File: config.mk
export PLATFORM = sky130hd
export DESIGN_NAME = wsh_bin_mac
export DESIGN_NICKNAME = d
export VERILOG_FILES = /design/src/rtl/wsh_pkg.sv /design/src/rtl/wsh_bin_bank.sv /design/src/rtl/wsh_wtab.sv /design/src/rtl/wsh_mul_seq.sv /design/src/rtl/wsh_bin_mac.sv
export SDC_FILE = /design/constraint.sdc
export NUM_CORES = 2
export LEC_CHECK = 0
export BUFFER_PORTS_ARGS = -buffer_cell sky130_fd_sc_hd__clkbuf_2
export CAP_MARGIN = 30
export CORE_MARGIN = 2
export CORE_UTILIZATION = 61
export CTS_CLUSTER_DIAMETER = 100
export DETAILED_ROUTE_END_ITERATION = 6
export PLACE_DENSITY = 0.88
export SLEW_MARGIN = 10
export SYNTH_ARGS = -nofsm -noshare
export SYNTH_HDL_FRONTEND = slang
export SYNTH_HIERARCHICAL = 1
export SYNTH_SLANG_ARGS = --single-unit
File: constraint.sdc
create_clock -name clk -period 34.4 [get_ports clk]
set_input_delay 1.72 -clock clk [delete_from_list [all_inputs] [get_ports clk]]
set_output_delay 1.72 -clock clk [all_outputs]
set_load 0.005 [all_outputs]
File: src/rtl/wsh_pkg.sv
`timescale 1ns/1ps
package wsh_pkg;
  typedef enum logic {
    PH_ACC = 1'b0,
    PH_MUL = 1'b1
  } phase_t;
endpackage

File: src/rtl/wsh_bin_bank.sv
`timescale 1ns/1ps
// One running sum per bin; the index selects which sum takes the data value.
module wsh_bin_bank #(
  parameter int NUM_BINS = 16,
  parameter int DATA_W   = 8,
  parameter int ACC_W    = 16,
  parameter int IDX_W    = 4
) (
  input  logic                     clk,
  input  logic                     rst_n,
  input  logic                     add_en,
  input  logic [IDX_W-1:0]         add_idx,
  input  logic [DATA_W-1:0]        add_data,
  input  logic                     clr,
  input  logic [IDX_W-1:0]         rd_idx,
  output logic signed [ACC_W-1:0]  rd_acc
);
  localparam int EXT_W = ACC_W - DATA_W;

  logic [ACC_W-1:0] data_ext;
  logic [ACC_W-1:0] acc_q [NUM_BINS];

  assign data_ext = {{EXT_W{add_data[DATA_W-1]}}, add_data};

  for (genvar b = 0; b < NUM_BINS; b++) begin : g_bin
    logic             hit;
    logic [ACC_W-1:0] acc_d;

    assign hit = add_en && (add_idx == IDX_W'(b));

    always_comb begin
      acc_d = acc_q[b];
      if (clr) begin
        acc_d = '0;
      end else if (hit) begin
        acc_d = acc_q[b] + data_ext;
      end
    end

    always_ff @(posedge clk or negedge rst_n) begin
      if (!rst_n) begin
        acc_q[b] <= '0;
      end else if (clr || hit) begin
        acc_q[b] <= acc_d;
      end
    end
  end

  assign rd_acc = $signed(acc_q[rd_idx]);
endmodule

File: src/rtl/wsh_wtab.sv
`timescale 1ns/1ps
// Shared weight values, one register per bin.
module wsh_wtab #(
  parameter int NUM_BINS = 16,
  parameter int WGT_W    = 8,
  parameter int IDX_W    = 4
) (
  input  logic                     clk,
  input  logic                     rst_n,
  input  logic                     we,
  input  logic [IDX_W-1:0]         addr,
  input  logic [WGT_W-1:0]         wdata,
  input  logic [IDX_W-1:0]         rd_idx,
  output logic signed [WGT_W-1:0]  rd_w
);
  logic [WGT_W-1:0] tab_q [NUM_BINS];

  for (genvar b = 0; b < NUM_BINS; b++) begin : g_ent
    logic wr_en;
    assign wr_en = we && (addr == IDX_W'(b));

    always_ff @(posedge clk or negedge rst_n) begin
      if (!rst_n) begin
        tab_q[b] <= '0;
      end else if (wr_en) begin
        tab_q[b] <= wdata;
      end
    end
  end

  assign rd_w = $signed(tab_q[rd_idx]);
endmodule

File: src/rtl/wsh_mul_seq.sv
`timescale 1ns/1ps
// Phase control and the multiply phase: one bin per cycle on one multiplier.
module wsh_mul_seq
  import wsh_pkg::*;
#(
  parameter int NUM_BINS = 16,
  parameter int ACC_W    = 16,
  parameter int WGT_W    = 8,
  parameter int IDX_W    = 4,
  parameter int RES_W    = 28
) (
  input  logic                     clk,
  input  logic                     rst_n,
  input  logic                     in_fire,
  input  logic                     in_last,
  input  logic signed [ACC_W-1:0]  acc_val,
  input  logic signed [WGT_W-1:0]  wt_val,
  output logic                     busy,
  output logic [IDX_W-1:0]         rd_idx,
  output logic                     clr,
  output logic                     res_valid,
  output logic [RES_W-1:0]         res_data
);
  localparam int PROD_W = ACC_W + WGT_W;
  localparam int PAD_W  = RES_W - PROD_W;
  localparam logic [IDX_W-1:0] LAST_IDX = IDX_W'(NUM_BINS - 1);

  phase_t             phase_q, phase_d;
  logic [IDX_W-1:0]   cnt_q, cnt_d;
  logic [RES_W-1:0]   sum_q, sum_d;
  logic [RES_W-1:0]   res_q, res_d;
  logic               vld_q, vld_d;
  logic signed [PROD_W-1:0] prod;
  logic [RES_W-1:0]   prod_ext;
  logic [RES_W-1:0]   sum_nxt;

  assign prod     = acc_val * wt_val;
  assign prod_ext = {{PAD_W{prod[PROD_W-1]}}, prod};
  assign sum_nxt  = sum_q + prod_ext;

  always_comb begin
    phase_d = phase_q;
    cnt_d   = cnt_q;
    sum_d   = sum_q;
    res_d   = res_q;
    vld_d   = 1'b0;
    clr     = 1'b0;
    unique case (phase_q)
      PH_ACC: begin
        if (in_fire && in_last) begin
          phase_d = PH_MUL;
          cnt_d   = '0;
          sum_d   = '0;
        end
      end
      PH_MUL: begin
        sum_d = sum_nxt;
        cnt_d = cnt_q + 1'b1;
        if (cnt_q == LAST_IDX) begin
          res_d   = sum_nxt;
          vld_d   = 1'b1;
          clr     = 1'b1;
          phase_d = PH_ACC;
        end
      end
      default: phase_d = PH_ACC;
    endcase
  end

  always_ff @(posedge clk or negedge rst_n) begin
    if (!rst_n) begin
      phase_q <= PH_ACC;
      cnt_q   <= '0;
      sum_q   <= '0;
      res_q   <= '0;
      vld_q   <= 1'b0;
    end else begin
      phase_q <= phase_d;
      cnt_q   <= cnt_d;
      sum_q   <= sum_d;
      vld_q   <= vld_d;
      if (vld_d) begin
        res_q <= res_d;
      end
    end
  end

  assign busy      = (phase_q == PH_MUL);
  assign rd_idx    = cnt_q;
  assign res_valid = vld_q;
  assign res_data  = res_q;
endmodule

File: src/rtl/wsh_bin_mac.sv
`timescale 1ns/1ps
module wsh_bin_mac #(
  parameter int NUM_BINS = 16,
  parameter int DATA_W   = 8,
  parameter int WGT_W    = 8,
  parameter int MAX_LEN  = 256,
  localparam int IDX_W   = (NUM_BINS > 1) ? $clog2(NUM_BINS) : 1,
  localparam int ACC_W   = DATA_W + $clog2(MAX_LEN),
  localparam int RES_W   = ACC_W + WGT_W + IDX_W
) (
  input  logic              clk,
  input  logic              rst_n,
  input  logic              in_valid,
  output logic              in_ready,
  input  logic [DATA_W-1:0] in_data,
  input  logic [IDX_W-1:0]  in_bin,
  input  logic              in_last,
  input  logic              wt_we,
  input  logic [IDX_W-1:0]  wt_addr,
  input  logic [WGT_W-1:0]  wt_data,
  output logic              res_valid,
  output logic [RES_W-1:0]  res_data
);
  logic                    rst_s1_q, rst_s2_q;
  logic                    busy;
  logic                    in_fire;
  logic                    clr;
  logic [IDX_W-1:0]        rd_idx;
  logic signed [ACC_W-1:0] acc_val;
  logic signed [WGT_W-1:0] wt_val;

  // reset asserts at once, releases on a clock edge
  always_ff @(posedge clk or negedge rst_n) begin
    if (!rst_n) begin
      rst_s1_q <= 1'b0;
      rst_s2_q <= 1'b0;
    end else begin
      rst_s1_q <= 1'b1;
      rst_s2_q <= rst_s1_q;
    end
  end

  assign in_ready = !busy;
  assign in_fire  = in_valid && in_ready;

  wsh_bin_bank #(
    .NUM_BINS(NUM_BINS), .DATA_W(DATA_W), .ACC_W(ACC_W), .IDX_W(IDX_W)
  ) u_bank (
    .clk(clk), .rst_n(rst_s2_q),
    .add_en(in_fire), .add_idx(in_bin), .add_data(in_data),
    .clr(clr), .rd_idx(rd_idx), .rd_acc(acc_val)
  );

  wsh_wtab #(
    .NUM_BINS(NUM_BINS), .WGT_W(WGT_W), .IDX_W(IDX_W)
  ) u_wtab (
    .clk(clk), .rst_n(rst_s2_q),
    .we(wt_we && !busy), .addr(wt_addr), .wdata(wt_data),
    .rd_idx(rd_idx), .rd_w(wt_val)
  );

  wsh_mul_seq #(
    .NUM_BINS(NUM_BINS), .ACC_W(ACC_W), .WGT_W(WGT_W),
    .IDX_W(IDX_W), .RES_W(RES_W)
  ) u_seq (
    .clk(clk), .rst_n(rst_s2_q),
    .in_fire(in_fire), .in_last(in_last),
    .acc_val(acc_val), .wt_val(wt_val),
    .busy(busy), .rd_idx(rd_idx), .clr(clr),
    .res_valid(res_valid), .res_data(res_data)
  );
endmodule

==> reports/qor.txt <==
Status: finished clean
Synth unique cells: 95
Seq/Total Area, Yosys: 31.3%
Final ANT Viol Nets: 0
Worst min-delay path class: register to asynchronous set/reset pin
Vias: 29,599
Yosys warns: 6
R2R Setup Slk: 25.14 ns
Ys flop type: dfrtp_1
Most used cell, CP: ha_1
Placed Area: 37,000 µm²
Setup crit start kind: register
RR Endpoint: u_seq/sum_q[27]
Synth async-reset ratio: 100%
Post-Syn Instances: 3,572
Post-synthesis register bit count: 448
VDD IR max: 134 µV
Die height: 246 µm
Clock skew: 0.0209 ns
Max Clk Rate: 0.108 GHz
CTS tree: built
Post-DP HPWL: 69.9 mm
Die area: 60,800 µm²
R2R cell count: 31
Crit path max fanout: 59
First-pass GRT wire length: 160 mm
Crit-path max cell delay: 0.83 ns
Grt ovf: 0
Max Cap Viol: 0
Routed length per instance: 22.7 µm
TritonRoute pass-1 iters: 7
Chip width: 246 µm
I/O Buffers: 58
Post-Synthesis Cell Area: 35,900 µm²
Finished Cell Area: 38,800 µm²
Post-synth net total: 4,038
Synth-to-Final Area Change: 8.27%
Final hold viol count: 0
Crit path DAT: 9.79 ns
Clk sinks: 448
Clock Tree Buf Depth: 3
Global Route Usage Sum: 33.2%
Vias in the first global route: 29,745
I/O pin count: 59
CP endpoint kind: register
Pin count of the biggest net entering global routing: 164
Power per standard cell area: 105 nW/µm²
Area leader, netlist: dfrtp_1
Nets@finish: 4,070
Post-route DRC: 0
Post-synth top cells: 448 x dfrtp_1, 343 x nand2_1, 317 x ha_1
CP Data Required Time: 34.94 ns
Routed wire length: 100 mm
RSZ-0062 raised after global routing: false
R2r startpoint: u_seq/rd_idx[1]
Post-CTS Setup Bufs: 0
Least-Margin Pin Slew: 1.01 ns
CTS Root Cell: clkbuf_16
Average size of a mapped cell: 10.0 µm²
CTS H-tree lvls: 2
Hold_buf cts: 0
CTS clk-pin slew, worst paths: 0.06 ns
Share of layout cells above drive strength 1: 13.4%
Skew-Pair Late Insertion Delay: 0.62 ns
Cell row count: 88
Core box area: 57,900 µm²
Fin Setup TNS: 0 ns
Starting Density: 61.9%
Slowest CP cell: dfrtp_4
Fin crit period: 9.26 ns
Period utilization: 26.9%
Fin. max-slew vios: 0
Vias per cell: 6.71
CTS resizes: 0
Worst hold margin: 0.123 ns
Final RePlAce weighted congestion: 0.998
Crit Path Class: register to register
Yosys top cell area share: 31.3%
Clock buffer count from CTS: 51
Area contributors post-synth: dfrtp_1 31%, ha_1 11%, mux4_2 7.0%, fa_1 6.7%, mux2_2 4.1%
Post-synth EDFFs: 0
Initial antenna violation count: 4
Leak: 18.8 nW
Most used standard cell by instance count after synthesis: dfrtp_1
Count of final setup violators: 0
Worst slew margin: 32.0%
DR iter-0 viols: 3,004
area by class of cell:
cell class | instances | area [µm²]
multi-input combinational | 2774 | 23300
fill | 4128 | 19100
sequential | 448 | 11200
clock buffer | 65 | 1400
tap | 765 | 957
inverter | 227 | 852
timing repair buffer | 102 | 762
clock inverter | 30 | 347
antenna | 1 | 2.50
state kept, by name, summed over array words and instances, names as in the netlist:
name and cells:
u_bank/acc_q 256, u_seq/busy 1, u_seq/res_data 28, u_seq/res_valid 1
u_wtab/tab_q 128, u_seq/rd_idx 4, u_seq/sum_q 28, rst_s1_q 1
rst_s2_q 1
per-layer routing:
metal  global-route usage, %  share of wire (%)  vias to the layer above
met4                    19.9                6.4                        6
met1                    41.9                 38                    14540
met3                    7.88                9.8                      424
met2                    51.9                 46                     1616
met5                       0              0.035                        -
li1                        -                  -                    13013
per-stage QoR:
step | utilization, % | worst slack, ns | total power, W | std cells
after global placement | 63.6 | 25.57 | 0.00329 | 4296
after CTS | 66.9 | 25.23 | 0.00403 | 4405
final | 67.1 | 25.14 | 0.00409 | 4412
after floorplan | - | 20.99 | 0.00281 | 3572
after detailed placement | 63.9 | 25.25 | 0.00341 | 4310
after global routing | 67.1 | 24.80 | 0.00438 | 4411
worst max path at each step:
stage	startpoint	endpoint	slack [ns]
floorplan	rst_s2_q	u_bank/acc_q[0]	20.99
global placement	u_seq/rd_idx[0]	u_seq/sum_q[27]	25.57
detailed placement	u_seq/rd_idx[0]	u_seq/sum_q[27]	25.25
CTS	u_seq/rd_idx[0]	u_seq/sum_q[27]	25.23
global route	u_seq/rd_idx[0]	u_seq/sum_q[27]	24.80
finish	u_seq/rd_idx[1]	u_seq/sum_q[27]	25.14
cell families (layout without fill, tap and decap cells):
group	Yosys count	in the layout	synth area share, %
compound gates	955	955	18.0
other cells	1	2	0.0105
fa+ha+maj	437	437	17.8
xor+xnor	230	230	5.64
buf+inv	350	424	3.81
mux	260	260	11.6
simple gates	891	891	11.9
flops	448	448	31.3
power by group:
group	total, W	internal [W]	switching, W
Clock	0.000573	0.000329	0.000244
Sequential	0.000899	0.000713	0.000186
Combinational	0.00262	0.00113	0.00149
critical path: cells and delay by family (launching register included):
| kind | cells | cell delay (ns) |
|---|---|---|
| compound gates | 12 | 2.78 |
| fa+ha+maj | 7 | 2.60 |
| mux | 2 | 0.55 |
| xor+xnor | 2 | 0.30 |
| simple gates | 5 | 1.22 |
| flops | 1 | 0.83 |
| buf+inv | 3 | 0.88 |
cells in the final DEF, fill, tap and decap left out, drive strengths merged, types with 110 or more instances in the layout:
cell,Yosys,layout
a21oi,179,179
clkbuf,92,122
dfrtp,448,448
fa,120,120
ha,317,317
inv,226,232
mux2,134,134
mux4,112,112
nand2,343,343
nor2,172,172
o21ai,269,269
xnor2,120,120
xor2,110,110
(Power assumes the default switching activity.)
